## config.mk

```make
export PLATFORM = sky130hd
export DESIGN_NAME = irq_cmd_seq
export DESIGN_NICKNAME = d
export VERILOG_FILES = /design/src/rtl/irq_seq_pkg.sv /design/src/rtl/irq_init_seq.sv /design/src/rtl/irq_op_decode.sv /design/src/rtl/irq_read_mux.sv /design/src/rtl/irq_cmd_seq.sv
export SDC_FILE = /design/constraint.sdc
export NUM_CORES = 1
export LEC_CHECK = 0
export CAP_MARGIN = 5
export CORE_UTILIZATION = 40
export DETAILED_ROUTE_END_ITERATION = 8
export DONT_BUFFER_PORTS = 1
export PLACE_DENSITY = 0.65
export SLEW_MARGIN = 20
export SYNTH_ARGS = -nofsm -noshare
export SYNTH_HDL_FRONTEND = slang
export SYNTH_SLANG_ARGS = --single-unit
```

## constraint.sdc

```tcl
create_clock -name clk -period 1.05 [get_ports clk]
set_input_delay 0.0525 -clock clk [delete_from_list [all_inputs] [get_ports clk]]
set_output_delay 0.0525 -clock clk [all_outputs]
set_load 0.05 [all_outputs]
```

## src/rtl/irq_seq_pkg.sv

```systemverilog
// Shared types and byte field positions for the interrupt command sequencer.
// Assumes byte-wide command and data ports; bit positions are the wire format.
package irq_seq_pkg;

    typedef enum logic [1:0] {
        ST_W1 = 2'd0,
        ST_W2 = 2'd1,
        ST_W3 = 2'd2,
        ST_W4 = 2'd3
    } init_step_e;

    // command-port type decode
    localparam int CMD_INIT_BIT = 4;
    localparam int CMD_MODE_BIT = 3;
    // first word
    localparam int W1_SINGLE_BIT = 1;
    localparam int W1_NEED4_BIT  = 0;
    // fourth word
    localparam int W4_CPU_BIT  = 0;
    localparam int W4_AEOI_BIT = 1;
    localparam int W4_SFNM_BIT = 4;
    // end-of-interrupt / priority command
    localparam int EC_ROT_BIT = 7;
    localparam int EC_SEL_BIT = 6;
    localparam int EC_EOI_BIT = 5;
    // mode command
    localparam int MC_SMM_EN_BIT  = 6;
    localparam int MC_SMM_BIT     = 5;
    localparam int MC_POLL_BIT    = 2;
    localparam int MC_RSEL_EN_BIT = 1;
    localparam int MC_RSEL_BIT    = 0;

    localparam logic [7:0] BASE_KEEP = 8'hF8;

endpackage

```

## src/rtl/irq_init_seq.sv

```systemverilog
// Initialization word sequencer.
// Tracks which initialization word the data port expects, captures the vector
// base and processor-mode flags, and raises ready after a valid fourth word.
// Assumes cmd_init and data_wr are never high in the same cycle.
module irq_init_seq
    import irq_seq_pkg::*;
#(
    parameter int  LINES      = 8,
    parameter bit  IS_PRIMARY = 1'b1
) (
    input  logic             clk,
    input  logic             rst_n,
    input  logic             cmd_init,
    input  logic             data_wr,
    input  logic [LINES-1:0] wdata,
    output init_step_e       step,
    output logic             ready,
    output logic [LINES-1:0] vec_base,
    output logic             auto_eoi,
    output logic             sfnm,
    output logic             init_clr,
    output logic             mask_load
);

    logic first_ok;
    logic fourth_ok;

    // first word acceptable: multi-unit mode with a fourth word requested
    assign first_ok  = ~wdata[W1_SINGLE_BIT] & wdata[W1_NEED4_BIT];
    // fourth word acceptable: processor-mode bit set while expecting it
    assign fourth_ok = data_wr & (step == ST_W4) & wdata[W4_CPU_BIT];
    // data writes outside initialization go to the mask register
    assign mask_load = data_wr & (step == ST_W1);

    // step register, ready flag and one-cycle init pulse
    always_ff @(posedge clk) begin
        if (!rst_n) begin
            step     <= ST_W1;
            ready    <= 1'b0;
            init_clr <= 1'b0;
        end else begin
            init_clr <= cmd_init;
            if (cmd_init) begin
                ready <= 1'b0;
                step  <= first_ok ? ST_W2 : ST_W1;
            end else if (data_wr) begin
                unique case (step)
                    ST_W2:   step <= ST_W3;
                    ST_W3:   step <= ST_W4;
                    ST_W4: begin
                        if (fourth_ok) begin
                            step  <= ST_W1;
                            ready <= 1'b1;
                        end
                    end
                    default: step <= ST_W1;
                endcase
            end
        end
    end

    // vector base and auto-EOI capture
    always_ff @(posedge clk) begin
        if (!rst_n) begin
            vec_base <= '0;
            auto_eoi <= 1'b0;
        end else begin
            if (data_wr && step == ST_W2 && !cmd_init)
                vec_base <= wdata & BASE_KEEP;
            if (fourth_ok && !cmd_init)
                auto_eoi <= wdata[W4_AEOI_BIT];
        end
    end

    // fully nested flag exists only on the primary unit
    generate
        if (IS_PRIMARY) begin : g_sfnm
            logic sfnm_q;
            // capture special fully nested mode from the fourth word
            always_ff @(posedge clk) begin
                if (!rst_n)
                    sfnm_q <= 1'b0;
                else if (fourth_ok && !cmd_init)
                    sfnm_q <= wdata[W4_SFNM_BIT];
            end
            assign sfnm = sfnm_q;
        end else begin : g_no_sfnm
            assign sfnm = 1'b0;
        end
    endgenerate

    p_ready_from_w4_r5: assert property (@(posedge clk) disable iff (!rst_n)
        $rose(ready) |-> $past(data_wr && step == ST_W4 && wdata[W4_CPU_BIT]));

    p_base_capture_r4: assert property (@(posedge clk) disable iff (!rst_n)
        (data_wr && step == ST_W2) |=> vec_base == ($past(wdata) & BASE_KEEP));

    p_first_reject_r3: assert property (@(posedge clk) disable iff (!rst_n)
        (cmd_init && (wdata[W1_SINGLE_BIT] || !wdata[W1_NEED4_BIT])) |=> step == ST_W1);

    p_w4_reject_r5: assert property (@(posedge clk) disable iff (!rst_n)
        (data_wr && step == ST_W4 && !wdata[W4_CPU_BIT]) |=> (step == ST_W4 && !ready));

endmodule

```

## src/rtl/irq_op_decode.sv

```systemverilog
// Operation command decoder.
// Holds the mask register and mode flags, and turns EOI/priority commands
// into one-cycle pulses for the resolver. Assumes init_now, mask_load and
// cmd_op are mutually exclusive in a cycle.
module irq_op_decode
    import irq_seq_pkg::*;
#(
    parameter int LINES = 8
) (
    input  logic             clk,
    input  logic             rst_n,
    input  logic             ready,
    input  logic             init_now,
    input  logic             mask_load,
    input  logic             cmd_op,
    input  logic             poll_take,
    input  logic [LINES-1:0] wdata,
    output logic [LINES-1:0] mask,
    output logic             smm,
    output logic             read_isr,
    output logic             poll_armed,
    output logic             rotate,
    output logic             eoi_valid,
    output logic             eoi_specific,
    output logic [$clog2(LINES)-1:0] eoi_level,
    output logic             prio_valid,
    output logic [$clog2(LINES)-1:0] prio_level
);

    localparam int LVL_W = $clog2(LINES);

    logic mode_cmd;
    logic ec_cmd;

    // command type, accepted only once the unit is ready
    assign mode_cmd = cmd_op & ready &  wdata[CMD_MODE_BIT];
    assign ec_cmd   = cmd_op & ready & ~wdata[CMD_MODE_BIT];

    // mask register and mode flags
    always_ff @(posedge clk) begin
        if (!rst_n) begin
            mask     <= '0;
            smm      <= 1'b0;
            read_isr <= 1'b0;
        end else if (init_now) begin
            mask     <= '0;
            smm      <= 1'b0;
            read_isr <= 1'b0;
        end else begin
            if (mask_load)
                mask <= wdata;
            if (mode_cmd && wdata[MC_SMM_EN_BIT])
                smm <= wdata[MC_SMM_BIT];
            if (mode_cmd && wdata[MC_RSEL_EN_BIT])
                read_isr <= wdata[MC_RSEL_BIT];
        end
    end

    // one-shot poll arm, set by a mode command and spent by a poll read
    always_ff @(posedge clk) begin
        if (!rst_n)
            poll_armed <= 1'b0;
        else if (init_now)
            poll_armed <= 1'b0;
        else if (mode_cmd && wdata[MC_POLL_BIT])
            poll_armed <= 1'b1;
        else if (poll_take)
            poll_armed <= 1'b0;
    end

    // rotate flag and EOI / priority pulses
    always_ff @(posedge clk) begin
        if (!rst_n) begin
            rotate       <= 1'b0;
            eoi_valid    <= 1'b0;
            eoi_specific <= 1'b0;
            eoi_level    <= '0;
            prio_valid   <= 1'b0;
            prio_level   <= '0;
        end else begin
            eoi_valid  <= 1'b0;
            prio_valid <= 1'b0;
            if (ec_cmd) begin
                rotate <= wdata[EC_ROT_BIT];
                if (wdata[EC_EOI_BIT]) begin
                    eoi_valid    <= 1'b1;
                    eoi_specific <= wdata[EC_SEL_BIT];
                    eoi_level    <= wdata[LVL_W-1:0];
                end else if (wdata[EC_SEL_BIT] && wdata[EC_ROT_BIT]) begin
                    prio_valid <= 1'b1;
                    prio_level <= wdata[LVL_W-1:0];
                end
            end
        end
    end

    p_pulse_excl_r8: assert property (@(posedge clk) disable iff (!rst_n)
        !(eoi_valid && prio_valid));

    p_mask_load_r6: assert property (@(posedge clk) disable iff (!rst_n)
        mask_load |=> mask == $past(wdata));

    p_poll_oneshot_r10: assert property (@(posedge clk) disable iff (!rst_n)
        (poll_take && !cmd_op && !init_now) |=> !poll_armed);

    p_not_ready_quiet_r7: assert property (@(posedge clk) disable iff (!rst_n)
        (cmd_op && !ready) |=> (!eoi_valid && !prio_valid));

    p_smm_hold_r9: assert property (@(posedge clk) disable iff (!rst_n)
        (cmd_op && wdata[CMD_MODE_BIT] && !wdata[MC_SMM_EN_BIT]) |=> $stable(smm));

endmodule

```

## src/rtl/irq_read_mux.sv

```systemverilog
// Read data steering.
// Picks the byte returned on a read and flags a poll read. Purely
// combinational; assumes the resolver supplies poll_in for the current cycle.
module irq_read_mux #(
    parameter int LINES = 8
) (
    input  logic             rd_en,
    input  logic             addr,
    input  logic             poll_armed,
    input  logic             read_isr,
    input  logic [LINES-1:0] mask,
    input  logic [LINES-1:0] irr_in,
    input  logic [LINES-1:0] isr_in,
    input  logic [LINES-1:0] poll_in,
    output logic [LINES-1:0] rdata,
    output logic             poll_take
);

    // a command-port read while armed answers the poll
    assign poll_take = rd_en & ~addr & poll_armed;

    // select the returned register
    always_comb begin
        if (addr)
            rdata = mask;
        else if (poll_armed)
            rdata = poll_in;
        else if (read_isr)
            rdata = isr_in;
        else
            rdata = irr_in;
    end

endmodule

```

## src/rtl/irq_cmd_seq.sv

```systemverilog
// Interrupt controller command sequencer, top level.
// Splits port writes into initialization words, mask loads and operation
// commands, and gates the resolver's request with the ready flag.
// Assumes wr_en and rd_en are not both high in one cycle.
module irq_cmd_seq
    import irq_seq_pkg::*;
#(
    parameter int LINES      = 8,
    parameter bit IS_PRIMARY = 1'b1
) (
    input  logic             clk,
    input  logic             rst_n,
    input  logic             wr_en,
    input  logic             rd_en,
    input  logic             addr,
    input  logic [LINES-1:0] wdata,
    output logic [LINES-1:0] rdata,
    input  logic [LINES-1:0] irr_in,
    input  logic [LINES-1:0] isr_in,
    input  logic [LINES-1:0] poll_in,
    input  logic             req_in,
    output logic             poll_ack,
    output logic             int_out,
    output logic             ready,
    output logic [LINES-1:0] mask,
    output logic [LINES-1:0] vec_base,
    output logic             auto_eoi,
    output logic             sfnm,
    output logic             smm,
    output logic             poll_armed,
    output logic             read_isr,
    output logic             rotate,
    output logic             init_clr,
    output logic             eoi_valid,
    output logic             eoi_specific,
    output logic [$clog2(LINES)-1:0] eoi_level,
    output logic             prio_valid,
    output logic [$clog2(LINES)-1:0] prio_level
);

    logic       cmd_wr;
    logic       data_wr;
    logic       cmd_init;
    logic       cmd_op;
    logic       mask_load;
    logic       poll_take;
    init_step_e step;

    // port write classification
    assign cmd_wr   = wr_en & ~addr;
    assign data_wr  = wr_en &  addr;
    assign cmd_init = cmd_wr &  wdata[CMD_INIT_BIT];
    assign cmd_op   = cmd_wr & ~wdata[CMD_INIT_BIT];

    irq_init_seq #(.LINES(LINES), .IS_PRIMARY(IS_PRIMARY)) u_init (
        .clk       (clk),
        .rst_n     (rst_n),
        .cmd_init  (cmd_init),
        .data_wr   (data_wr),
        .wdata     (wdata),
        .step      (step),
        .ready     (ready),
        .vec_base  (vec_base),
        .auto_eoi  (auto_eoi),
        .sfnm      (sfnm),
        .init_clr  (init_clr),
        .mask_load (mask_load)
    );

    irq_op_decode #(.LINES(LINES)) u_op (
        .clk          (clk),
        .rst_n        (rst_n),
        .ready        (ready),
        .init_now     (cmd_init),
        .mask_load    (mask_load),
        .cmd_op       (cmd_op),
        .poll_take    (poll_take),
        .wdata        (wdata),
        .mask         (mask),
        .smm          (smm),
        .read_isr     (read_isr),
        .poll_armed   (poll_armed),
        .rotate       (rotate),
        .eoi_valid    (eoi_valid),
        .eoi_specific (eoi_specific),
        .eoi_level    (eoi_level),
        .prio_valid   (prio_valid),
        .prio_level   (prio_level)
    );

    irq_read_mux #(.LINES(LINES)) u_rd (
        .rd_en      (rd_en),
        .addr       (addr),
        .poll_armed (poll_armed),
        .read_isr   (read_isr),
        .mask       (mask),
        .irr_in     (irr_in),
        .isr_in     (isr_in),
        .poll_in    (poll_in),
        .rdata      (rdata),
        .poll_take  (poll_take)
    );

    // no request leaves the unit before initialization completes
    assign int_out  = ready & req_in;
    assign poll_ack = poll_take;

    p_init_clears_r2: assert property (@(posedge clk) disable iff (!rst_n)
        cmd_init |=> (!ready && init_clr && mask == '0 && !poll_armed && !smm && !read_isr));

    p_step_idle_when_ready_r5: assert property (@(posedge clk) disable iff (!rst_n)
        ready |-> step == ST_W1);

endmodule

```

==> run summary <==
Status - finished with violations
Failing checks - negative setup slack
Post-Syn Area per Cell - 9.09 um2
Hold depth - 3
Final Critical Period - 1.46 ns
Clk pwr share - 0.364
Post-synth top area share - 0.385
Final RePlAce weighted congestion - 0.784
WL/cell - 18.1 um
Peak Freq - 0.685 GHz
Post-route setup slack - -0.411 ns
Clk buf depth - 2
Startpoint type of the worst setup path - register
Crit share post-route - 1.39
CTS Sinks - 32
Worst R2R Path Depth - 3
Global-route wire length before repair - 7460 um
CP Data Arrival Time - 1.41 ns
Worst clock skew - 0.00916 ns
Crit-path max FO - 4
VDD IR-drop max - 871 uV
Height of the chip - 66.5 um
GRT overflow - 0
Ant. Diodes - 0
Vias/cell - 5.46
# IOs - 81
Synth cell types - 31
Vias - 1546
Die Area - 4420 um2
Clk_lat worst skew - 0.29 ns
Relative max-transition margin - 0.658
Drt initial violations - 37
Worst hold path type - input pin to register
Layout Nets - 274
PortBufs - 0
TritonRoute pass-1 iters - 4
Largest cells by area after synthesis - dfxtp_1 (39%), mux2i_1 (17%), mux2_2 (5.4%)
Vias in the first global route - 1514
LEAKAGE - 1.07 nW
Sequential share of power - 0.465
Post-synth EDFFs - 0
Std cell rows - 23
Largest net degree at the start of global routing - 19
Core ar. - 4000 um2
Ys flop type - dfxtp_1
Mapped Area - 1660 um2
FF+latch count, synth - 32
P&R area growth vs syn - 48.5%
TritonCTS clock tree - done
DRC violations left - 0
Critical path data required time - 1.00 ns
Root buffer cell - clkbuf_8
Yosys top cell by area - dfxtp_1
All-Layer GR Usage - 0.235
Final wirelength - 5130 um
Clock slew at reported path FFs - 0.06 ns
Fraction of registers with async set/reset - 0
Synth Instances - 183
Final setup fails - 33
Final core utilization - 0.617
Logic pwr share - 0.172
Initial antenna violation count - 0
Critical path type - register to output pin
Non-filler cells, final - 283
Inserted Clock Buffers - 5
Slew of the pin with the lowest slew margin - 0.514 ns
Antenna Nets Post-Route - 0
Yosys warning count - 0
RSZ-0062 raised after global routing - true
Internal power - 0.00192 W
Max Slew Vio Count - 0
# placed instances - 255
Net Switching - 0.000761 W
H-tree Lvls - 2
Maxcap violations - 0
DIE WIDTH - 66.5 um
Starting density of the core - 0.416
Switching Share - 0.284
Layout cells sized above 1 - 0.382
Register area share after synthesis - 0.385
DPL Wire Length - 3200 um
Power per cell area - 1080 nW/um2
Final Hold Violating Endpoints - 0
Crit. End Element - output pin
==> critical path: stages (launching register included) <==
cell and delay, ns:
dfxtp_4 0.37, buf_6 0.12, mux2i_1 0.20, o21ai_1 0.08, mux2_4 0.36
==> Yosys cell counts (all sizes together) (2+ instances only) <==
master / number
a21oi: 9
and2: 2
buf: 12
clkbuf: 3
dfxtp: 32
ha: 4
inv: 6
mux2: 8
mux2i: 28
nand2: 16
nand3: 11
nand3b: 3
nand4: 3
nand4b: 3
nor2: 17
nor3b: 2
o21ai: 15
==> sequential cells by signal, summed over array words and instances (netlist names), 2 cells and up <==
| signal | cells |
|---|---|
| u_op.mask | 8 |
| u_init.vec_base | 5 |
| u_op.eoi_level | 3 |
| u_op.prio_level | 3 |
| u_init.step | 2 |
==> layout make-up <==
type,count,area (um2)
fillers,315,1530
multi-input cells,132,1100
flip-flops and latches,32,659
repair buffers,55,529
clock buffers,8,90.1
well taps,50,62.6
inverters,6,27.5
==> power groups by stage <==
stage	Combinational, W	Sequential (W)	Clock [W]
global placement	0.000359	0.00127	0
global route	0.000481	0.00125	0.00103
CTS	0.000446	0.00124	0.000985
detailed placement	0.000368	0.00127	0
floorplan	0.000309	0.00133	0
finish	0.000459	0.00124	0.000974
==> metal layers <==
| metal | share of wire | wire (um) | vias to the layer above | track usage |
|---|---|---|---|---|
| met5 | 0 | 0 | - | 0 |
| met4 | 0.0099 | 51 | 0 | 0.0718 |
| met3 | 0.086 | 441 | 5 | 0.0753 |
| li1 | - | - | 733 | - |
| met1 | 0.38 | 1950 | 722 | 0.246 |
| met2 | 0.52 | 2680 | 86 | 0.440 |
==> cells by family after synthesis <==
group                    Yosys count  synth area share
AO/OA/AOI/OAI                     26            0.0820
adder cells (fa/ha/maj)            4            0.0301
buffers and inverters             21            0.0662
flip-flops                        32             0.385
multiplexers                      36             0.223
other                              1           0.00226
AND/OR/NAND/NOR                   63             0.211
==> repair_timing <==
action / in CTS / in global routing
setup buffers: 4 / 6
hold endpoints to repair: 29 / 0
resized for setup: 39 / 20
pin swaps: 10 / 16
gates cloned: 1 / 0
hold buffers: 11 / 0
setup endpoints to repair: 31 / 39
==> layout by cell type (no fill, tap or decap), types with 2 or more instances in the layout <==
cell type        n
a21oi_1          5
buf_4           32
mux2i_1         26
dfxtp_4          5
o21ai_0          4
nand4b_1         3
nand2_1         16
nor2_1          17
inv_4            2
o21ai_2          2
nand3_1          9
dlymetal6s4s_1   2
inv_1            4
mux2_4           8
clkbuf_8         6
a21oi_2          4
o21ai_1          9
ha_4             4
dfxtp_1         27
buf_12           4
nand4_1          3
clkbuf_1         2
nand3_4          2
conb_1           3
dlygate4sd3_1    9
buf_6            7
mux2i_2          2
==> worst paths after layout <==
path / startpoint / to / slack [ns]
setup / recovery: u_op.read_isr$_SDFFE_PP0P_ / rdata[5] / -0.41
hold / removal: wdata[4] / u_op.eoi_level[0]$_SDFFE_PN0P_ / 0.02
setup reg to reg: u_init.ready$_SDFFE_PP0P_ / u_op.prio_level[0]$_SDFFE_PN0P_ / -0.15
hold reg to reg: u_op.prio_level[2]$_SDFFE_PN0P_ / u_op.prio_level[2]$_SDFFE_PN0P_ / 0.47
==> metrics by stage <==
| stage | setup TNS, ns | hold WS (ns) | setup WS, ns | power, W | area (um2) |
|---|---|---|---|---|---|
| final | -5.24 | 0.0161 | -0.411 | 0.00268 | 2470 |
| after global routing | -7.04 | 0.0306 | -0.446 | 0.00276 | 2470 |
| after CTS | -4.84 | 0.00133 | -0.370 | 0.00267 | 2360 |
| after detailed placement | -1.64 | 0.179 | -0.0969 | 0.00164 | 2020 |
| after global placement | -0.476 | 0.183 | -0.0359 | 0.00163 | 2020 |
| after floorplan | -2.17 | 0.179 | -0.195 | 0.00163 | 1780 |
No activity file was read; power rests on OpenSTA's default activity.
